File: config.mk
export PLATFORM = sky130hd
export DESIGN_NAME = dtr_pin_ctrl
export DESIGN_NICKNAME = d
export VERILOG_FILES = /design/src/rtl/dtr_pkg.sv /design/src/rtl/dtr_flow_hyst.sv /design/src/rtl/dtr_rs485_en.sv /design/src/rtl/dtr_clk_override.sv /design/src/rtl/dtr_pin_ctrl.sv
export SDC_FILE = /design/constraint.sdc
export NUM_CORES = 1
export LEC_CHECK = 0
export CORE_MARGIN = 4
export CORE_UTILIZATION = 25
export CTS_BUF_LIST = sky130_fd_sc_hd__clkbuf_8 sky130_fd_sc_hd__clkbuf_16
export DETAILED_ROUTE_END_ITERATION = 12
export DONT_BUFFER_PORTS = 1
export HOLD_SLACK_MARGIN = 0.12
export PLACE_DENSITY_LB_ADDON = 0.05
export SYNTH_ARGS = -nofsm -noshare
export SYNTH_HDL_FRONTEND = slang
export SYNTH_SLANG_ARGS = --single-unit
File: constraint.sdc
create_clock -name clk -period 1.2 [get_ports clk]
set_input_delay 0.06 -clock clk [delete_from_list [all_inputs] [get_ports clk]]
set_output_delay 0.06 -clock clk [all_outputs]
set_load 0.005 [all_outputs]
File: src/rtl/dtr_pkg.sv
package dtr_pkg;

  typedef enum logic [1:0] {
    DTR_MODEM  = 2'b00,
    DTR_FLOW   = 2'b01,
    DTR_EN_LO  = 2'b10,
    DTR_EN_HI  = 2'b11
  } dtr_mode_e;

  // Next flow state: reaching the upper bound wins, dropping under the lower
  // bound releases, otherwise the state is kept.
  function automatic logic flow_next(input logic cur, input int unsigned lvl,
                                     input int unsigned hi, input int unsigned lo);
    if (lvl >= hi)      return 1'b1;
    else if (lvl < lo)  return 1'b0;
    else                return cur;
  endfunction

  // Pin level for a driver enable: active_high selects the polarity.
  function automatic logic enable_pin(input logic active_high, input logic txe);
    return active_high ? ~txe : txe;
  endfunction

endpackage

File: src/rtl/dtr_flow_hyst.sv
module dtr_flow_hyst #(
  parameter int LVL_W = 8
) (
  input  logic             clk,
  input  logic             rst_n,
  input  logic [LVL_W-1:0] level,
  input  logic [LVL_W-1:0] hi,
  input  logic [LVL_W-1:0] lo,
  output logic             stop_o
);
  import dtr_pkg::*;

  logic stop_q;

  always_ff @(posedge clk or negedge rst_n) begin
    if (!rst_n) stop_q <= 1'b0;
    else        stop_q <= flow_next(stop_q, int'(level), int'(hi), int'(lo));
  end

  assign stop_o = stop_q;
endmodule

File: src/rtl/dtr_rs485_en.sv
module dtr_rs485_en (
  input  logic active_high,
  input  logic tx_empty,
  output logic pin_o
);
  import dtr_pkg::*;
  assign pin_o = enable_pin(active_high, tx_empty);
endmodule

File: src/rtl/dtr_clk_override.sv
module dtr_clk_override (
  input  logic sel_1x,
  input  logic sel_nx,
  input  logic clk_1x,
  input  logic clk_nx,
  output logic active_o,
  output logic pin_o
);
  assign active_o = sel_1x | sel_nx;
  always_comb begin
    if (sel_1x)      pin_o = clk_1x;
    else if (sel_nx) pin_o = clk_nx;
    else             pin_o = 1'b1;
  end
endmodule

File: src/rtl/dtr_pin_ctrl.sv
module dtr_pin_ctrl #(
  parameter int LVL_W = 8
) (
  input  logic             clk,
  input  logic             rst_n,
  input  logic [1:0]       mode,
  input  logic             sw_dtr,
  input  logic [LVL_W-1:0] rx_level,
  input  logic [LVL_W-1:0] thr_hi,
  input  logic [LVL_W-1:0] thr_lo,
  input  logic             tx_empty,
  input  logic             clk_sel_1x,
  input  logic             clk_sel_nx,
  input  logic             tx_clk_1x,
  input  logic             baud_clk_nx,
  output logic             dtr_n
);
  import dtr_pkg::*;

  // Named internal events for the checker
  logic      flow_stop;
  logic      rs485_pin;
  logic      ovr_act;
  logic      ovr_pin;
  logic      mode_pin;
  dtr_mode_e mode_e;

  assign mode_e = dtr_mode_e'(mode);

  dtr_flow_hyst #(.LVL_W(LVL_W)) u_flow (
    .clk    (clk),
    .rst_n  (rst_n),
    .level  (rx_level),
    .hi     (thr_hi),
    .lo     (thr_lo),
    .stop_o (flow_stop)
  );

  dtr_rs485_en u_en (
    .active_high (mode[0]),
    .tx_empty    (tx_empty),
    .pin_o       (rs485_pin)
  );

  dtr_clk_override u_ovr (
    .sel_1x   (clk_sel_1x),
    .sel_nx   (clk_sel_nx),
    .clk_1x   (tx_clk_1x),
    .clk_nx   (baud_clk_nx),
    .active_o (ovr_act),
    .pin_o    (ovr_pin)
  );

  always_comb begin
    case (mode_e)
      DTR_MODEM: mode_pin = ~sw_dtr;
      DTR_FLOW:  mode_pin = flow_stop;
      default:   mode_pin = rs485_pin;
    endcase
  end

  assign dtr_n = ovr_act ? ovr_pin : mode_pin;
endmodule

* Yosys cells after proc, flatten, opt, wreduce, memory -nomap -nowiden *
Index checks and enable logic that the tools add are counted.

storage, ports and cells
  register bits after elaboration = 1
  output and inout bits = 1
  input bits = 34
  logic and storage cells = 16

operators by class
  reductions and logical operators = 2
  equality and inequality tests = 1
  bitwise gates (word level) = 3
  mux-type cells = 7
  order comparisons = 2

operator list
  cell                                                 number
  greater-or-equal comparator 8 bit                    1
  less-than comparator 8 bit                           1
  two-way mux 1 bit                                    6
  equality test 2 x 1 -> 1 bit, second input constant  1
  zero test 2 bit                                      1
  NOT 1 bit                                            2
  case mux 1 bit (2 select lines)                      1
  nonzero test 2 bit                                   1
  OR 1 bit                                             1

* Logic depth before layout (Yosys ltp) *
  depth in word-level cells = 4
  mapped depth = 7
  gate-level depth less buffers = 7

* Modules after synthesis *
Synthesis repeated with hierarchy kept, for this count alone.

second synthesis, totals
  cell total of the unflattened synthesis = 60
  area, all modules = 479.2 um^2

modules (own cells, without submodules)
  module            sequential area each (um^2)  times used  area each (um^2)  cells each
  dtr_flow_hyst     25.0                         1           417.9             50
  dtr_pin_ctrl      0.0                          1           30.0              5
  dtr_clk_override  0.0                          1           22.5              4
  dtr_rs485_en      0.0                          1           8.8               1

* Worst setup path after synthesis *
Ideal clock, no wire load.

  path kind = input to register
  from = input thr_hi[2]
  to = register u_flow.stop_q, in the netlist u_flow.stop_o
  stages = 6
  buffers on the path = 0
  path slack = -0.093 ns
  library setup time = 0.131 ns
  arrival time = 1.162 ns
  required time = 1.069 ns
  path through = inv_1 -> ha_1 -> a211o_1 -> a31oi_1 -> nor4_1 -> or3_1

between the ends
  longest elaborated chain between the ends = 2

ends and longest elaborated chain
  what                                                     line                 text
  start: declaration                                       dtr_pin_ctrl.sv:9    input logic [LVL_W-1:0] thr_hi,
  greater-or-equal comparator 8 bit *                      dtr_pkg.sv:14        if (lvl >= hi) return 1'b1;
  two-way mux 1 bit or nonzero test 2 bit (tied branches)  n/a
  end signal: assignment                                   dtr_flow_hyst.sv:17  else stop_q <= flow_next(stop_q, int'(level), int'(hi), int'(lo));
  end: declaration                                         dtr_flow_hyst.sv:13  logic stop_q;

Mark *: on every way between the ends. The rest lies on a longest branch, timed or not.
A chain may end at the register's enable or synchronous reset.

* Final worst setup path *
Ends and elaborated chain as after synthesis.

==> metrics.cfg <==
[yosys]
synth_warnings=0
synth_nets=111
mappedNetlistArea_um2=438
yosys.area.top_type=ha_1
synthFlopType=dfrtp_1
ys_seq_area_share_pct=5.71
syn_inst=62
synth_top_area_share_pct=42.9
synth_common_cells=ha_1, inv_1, a21oi_1
avgSynthCellArea_um2=7.06
synthArstFlopShare_pct=100
ys_top_cells_by_area=ha_1, inv_1, a21oi_1
synth-edff-count=0
ys_ff_latch=1
ys_types=16

[finish]
fillers=182
drive_gt1_share_pct=10.8
postLayoutCoreUtil_pct=33.1
design_area_um2=522
diodes=0
layout.nets=116
largest_reg_flops=1
area_growth_syn_to_layout_pct=19.1

[drt]
dr.pass1.iters=1
wl_per_cell_um=11.8
totalWireLength_um=958
drt_iter0_markers=0
vias=376
drtAntennaViolNets=0
drc=0
via_per_inst=4.64

[grt]
grt_util_all_layers_pct=7.43
grt_pass1_wl_um=1520
grt_util_met3_pct=1.51
grt_max_degree=4
antenna_found_initial=0
grt_overflow=0
grt_use_met2_pct=11.5
met1_usage_pct=11.2
grt_pass1_vias=363
grt.busiest_layer=met2

[floorplanning]
dieWidth_um=49.9
fp.dieH_um=49.9
coreArea_mm2=0.00158
dieArea_mm2=0.00249
row_count=14
io-pin-count=35
start_util_pct=27.8

[setup_path]
r2r-start=u_flow.stop_o
rrSetupSlack_ns=0.07
cp-start-kind=input port
critical_path_arrival_ns=1.07
cp_max_fo=2
required_ns=1.07
reg2reg_to=u_flow.stop_o
cp-startpoint=thr_hi[2]
reg2regPathDepth=5
worst_setup_path_end_kind=flop
worstSetupPathType=in -> reg
critPathCapture=u_flow.stop_o

[worst_hold_path]
hp-class=in -> out

[sta]
min_period_over_period_pct=100
layout_min_cycle_time_ns=1.20
hold_viol_final=0
tightestPinTransition_ns=0.207
rsz0062_at_grt=yes
slew_viol_final=0
skew_ns=0
max_freq_ghz=0.833
max_slew_margin_pct=86.1
fin_ws_ns=-0.000966
setup_viol=1

[place]
hpwl_um=946
placed_cell_area_um2=485
gp_congestion=0.657
port_buffers=0

[cts]
clk_pin_slew_ns=0
clk_latency_ns=0

[pwr]
power.density_mw_per_mm2=364
irDropWorstVdd_v=0.000187
power.leakage_nw=0.282

[job]
maxCapViolations=0

[outcome]
violations=negative setup slack
status=complete, but fails checks

## cell type report
cell class              count  area, um^2  share of cell area [%]
repair buffers              3        25.0                    4.80
multi-input cells          46         388                    74.3
inverters                  15        63.8                    12.2
well taps                  16        20.0                    3.84
flip-flops and latches      1        25.0                    4.80
## metal layers
metal	routed length [um]	up-vias
met5	0	-
met1	487	138
li1	-	216
met4	0	0
met3	79	0
met2	391	22
## stage by stage
step | total power [W] | TNS (ns) | hold WS [ns] | std cells | setup WS, ns
3_3_place_gp | 0.000179 | -0.0886 | -0.236 | 80 | -0.0886
4_1_cts | 0.000192 | -0.0154 | 0.211 | 81 | -0.0154
2_1_floorplan | 0.000143 | 0 | -0.236 | 62 | 0.0470
3_5_place_dp | 0.000180 | -0.0799 | -0.236 | 80 | -0.0799
5_1_grt | 0.000218 | -0.0555 | 0.211 | 81 | -0.0555
6_report | 0.000190 | -0.000966 | 0.209 | 81 | -0.000966
## critical path: stages
cell     delay [ns]
inv_8          0.01
ha_4           0.22
a211o_1        0.24
a31oi_1        0.17
nor4_1         0.06
or3_1          0.30
## kinds of logic after synthesis
family	after synthesis	share of synthesized area, %
flops	1	5.71
buf+inv	15	12.9
mux	1	2.29
fa+ha+maj	15	42.9
simple gates	15	16.6
compound gates	15	19.7
## where the power goes
group	total (W)	leakage [nW]	switching, W	internal [W]
Sequential	0.0000441	0.0114	0.00000357	0.0000406
Clock	0	0	0	0
Combinational	0.000146	0.271	0.0000674	0.0000783
Total	0.000190	0.282	0.0000710	0.000119
## how the worst min path moves through the flow
stage / from / endpoint / slack, ns / cells after the start
2_1_floorplan: rst_n / u_flow.stop_o / -0.24 / 0
3_3_place_gp: rst_n / u_flow.stop_o / -0.24 / 0
3_5_place_dp: rst_n / u_flow.stop_o / -0.24 / 0
4_1_cts: clk_sel_1x / dtr_n / 0.21 / 1
5_1_grt: clk_sel_1x / dtr_n / 0.21 / 1
6_report: clk_sel_1x / dtr_n / 0.21 / 1
## timing repair
item	4_1_cts	5_1_grt
hold endpoints to repair	1	0
hold buffers	1	0
setup buffers	0	0
pin swaps	2	1
gates resized for setup	5	3
setup endpoints to repair	1	1
## cells in the final DEF (no fill, tap or decap), drive strengths merged, types with 2 or more instances in the layout
master	netlist	routed
nand2	5	5
inv	15	15
a31oi	2	2
buf	0	2
a21oi	6	6
ha	15	15
nor2	3	3
nand2b	4	4
o21ai	4	4
No activity file was read; power rests on OpenSTA's default activity.
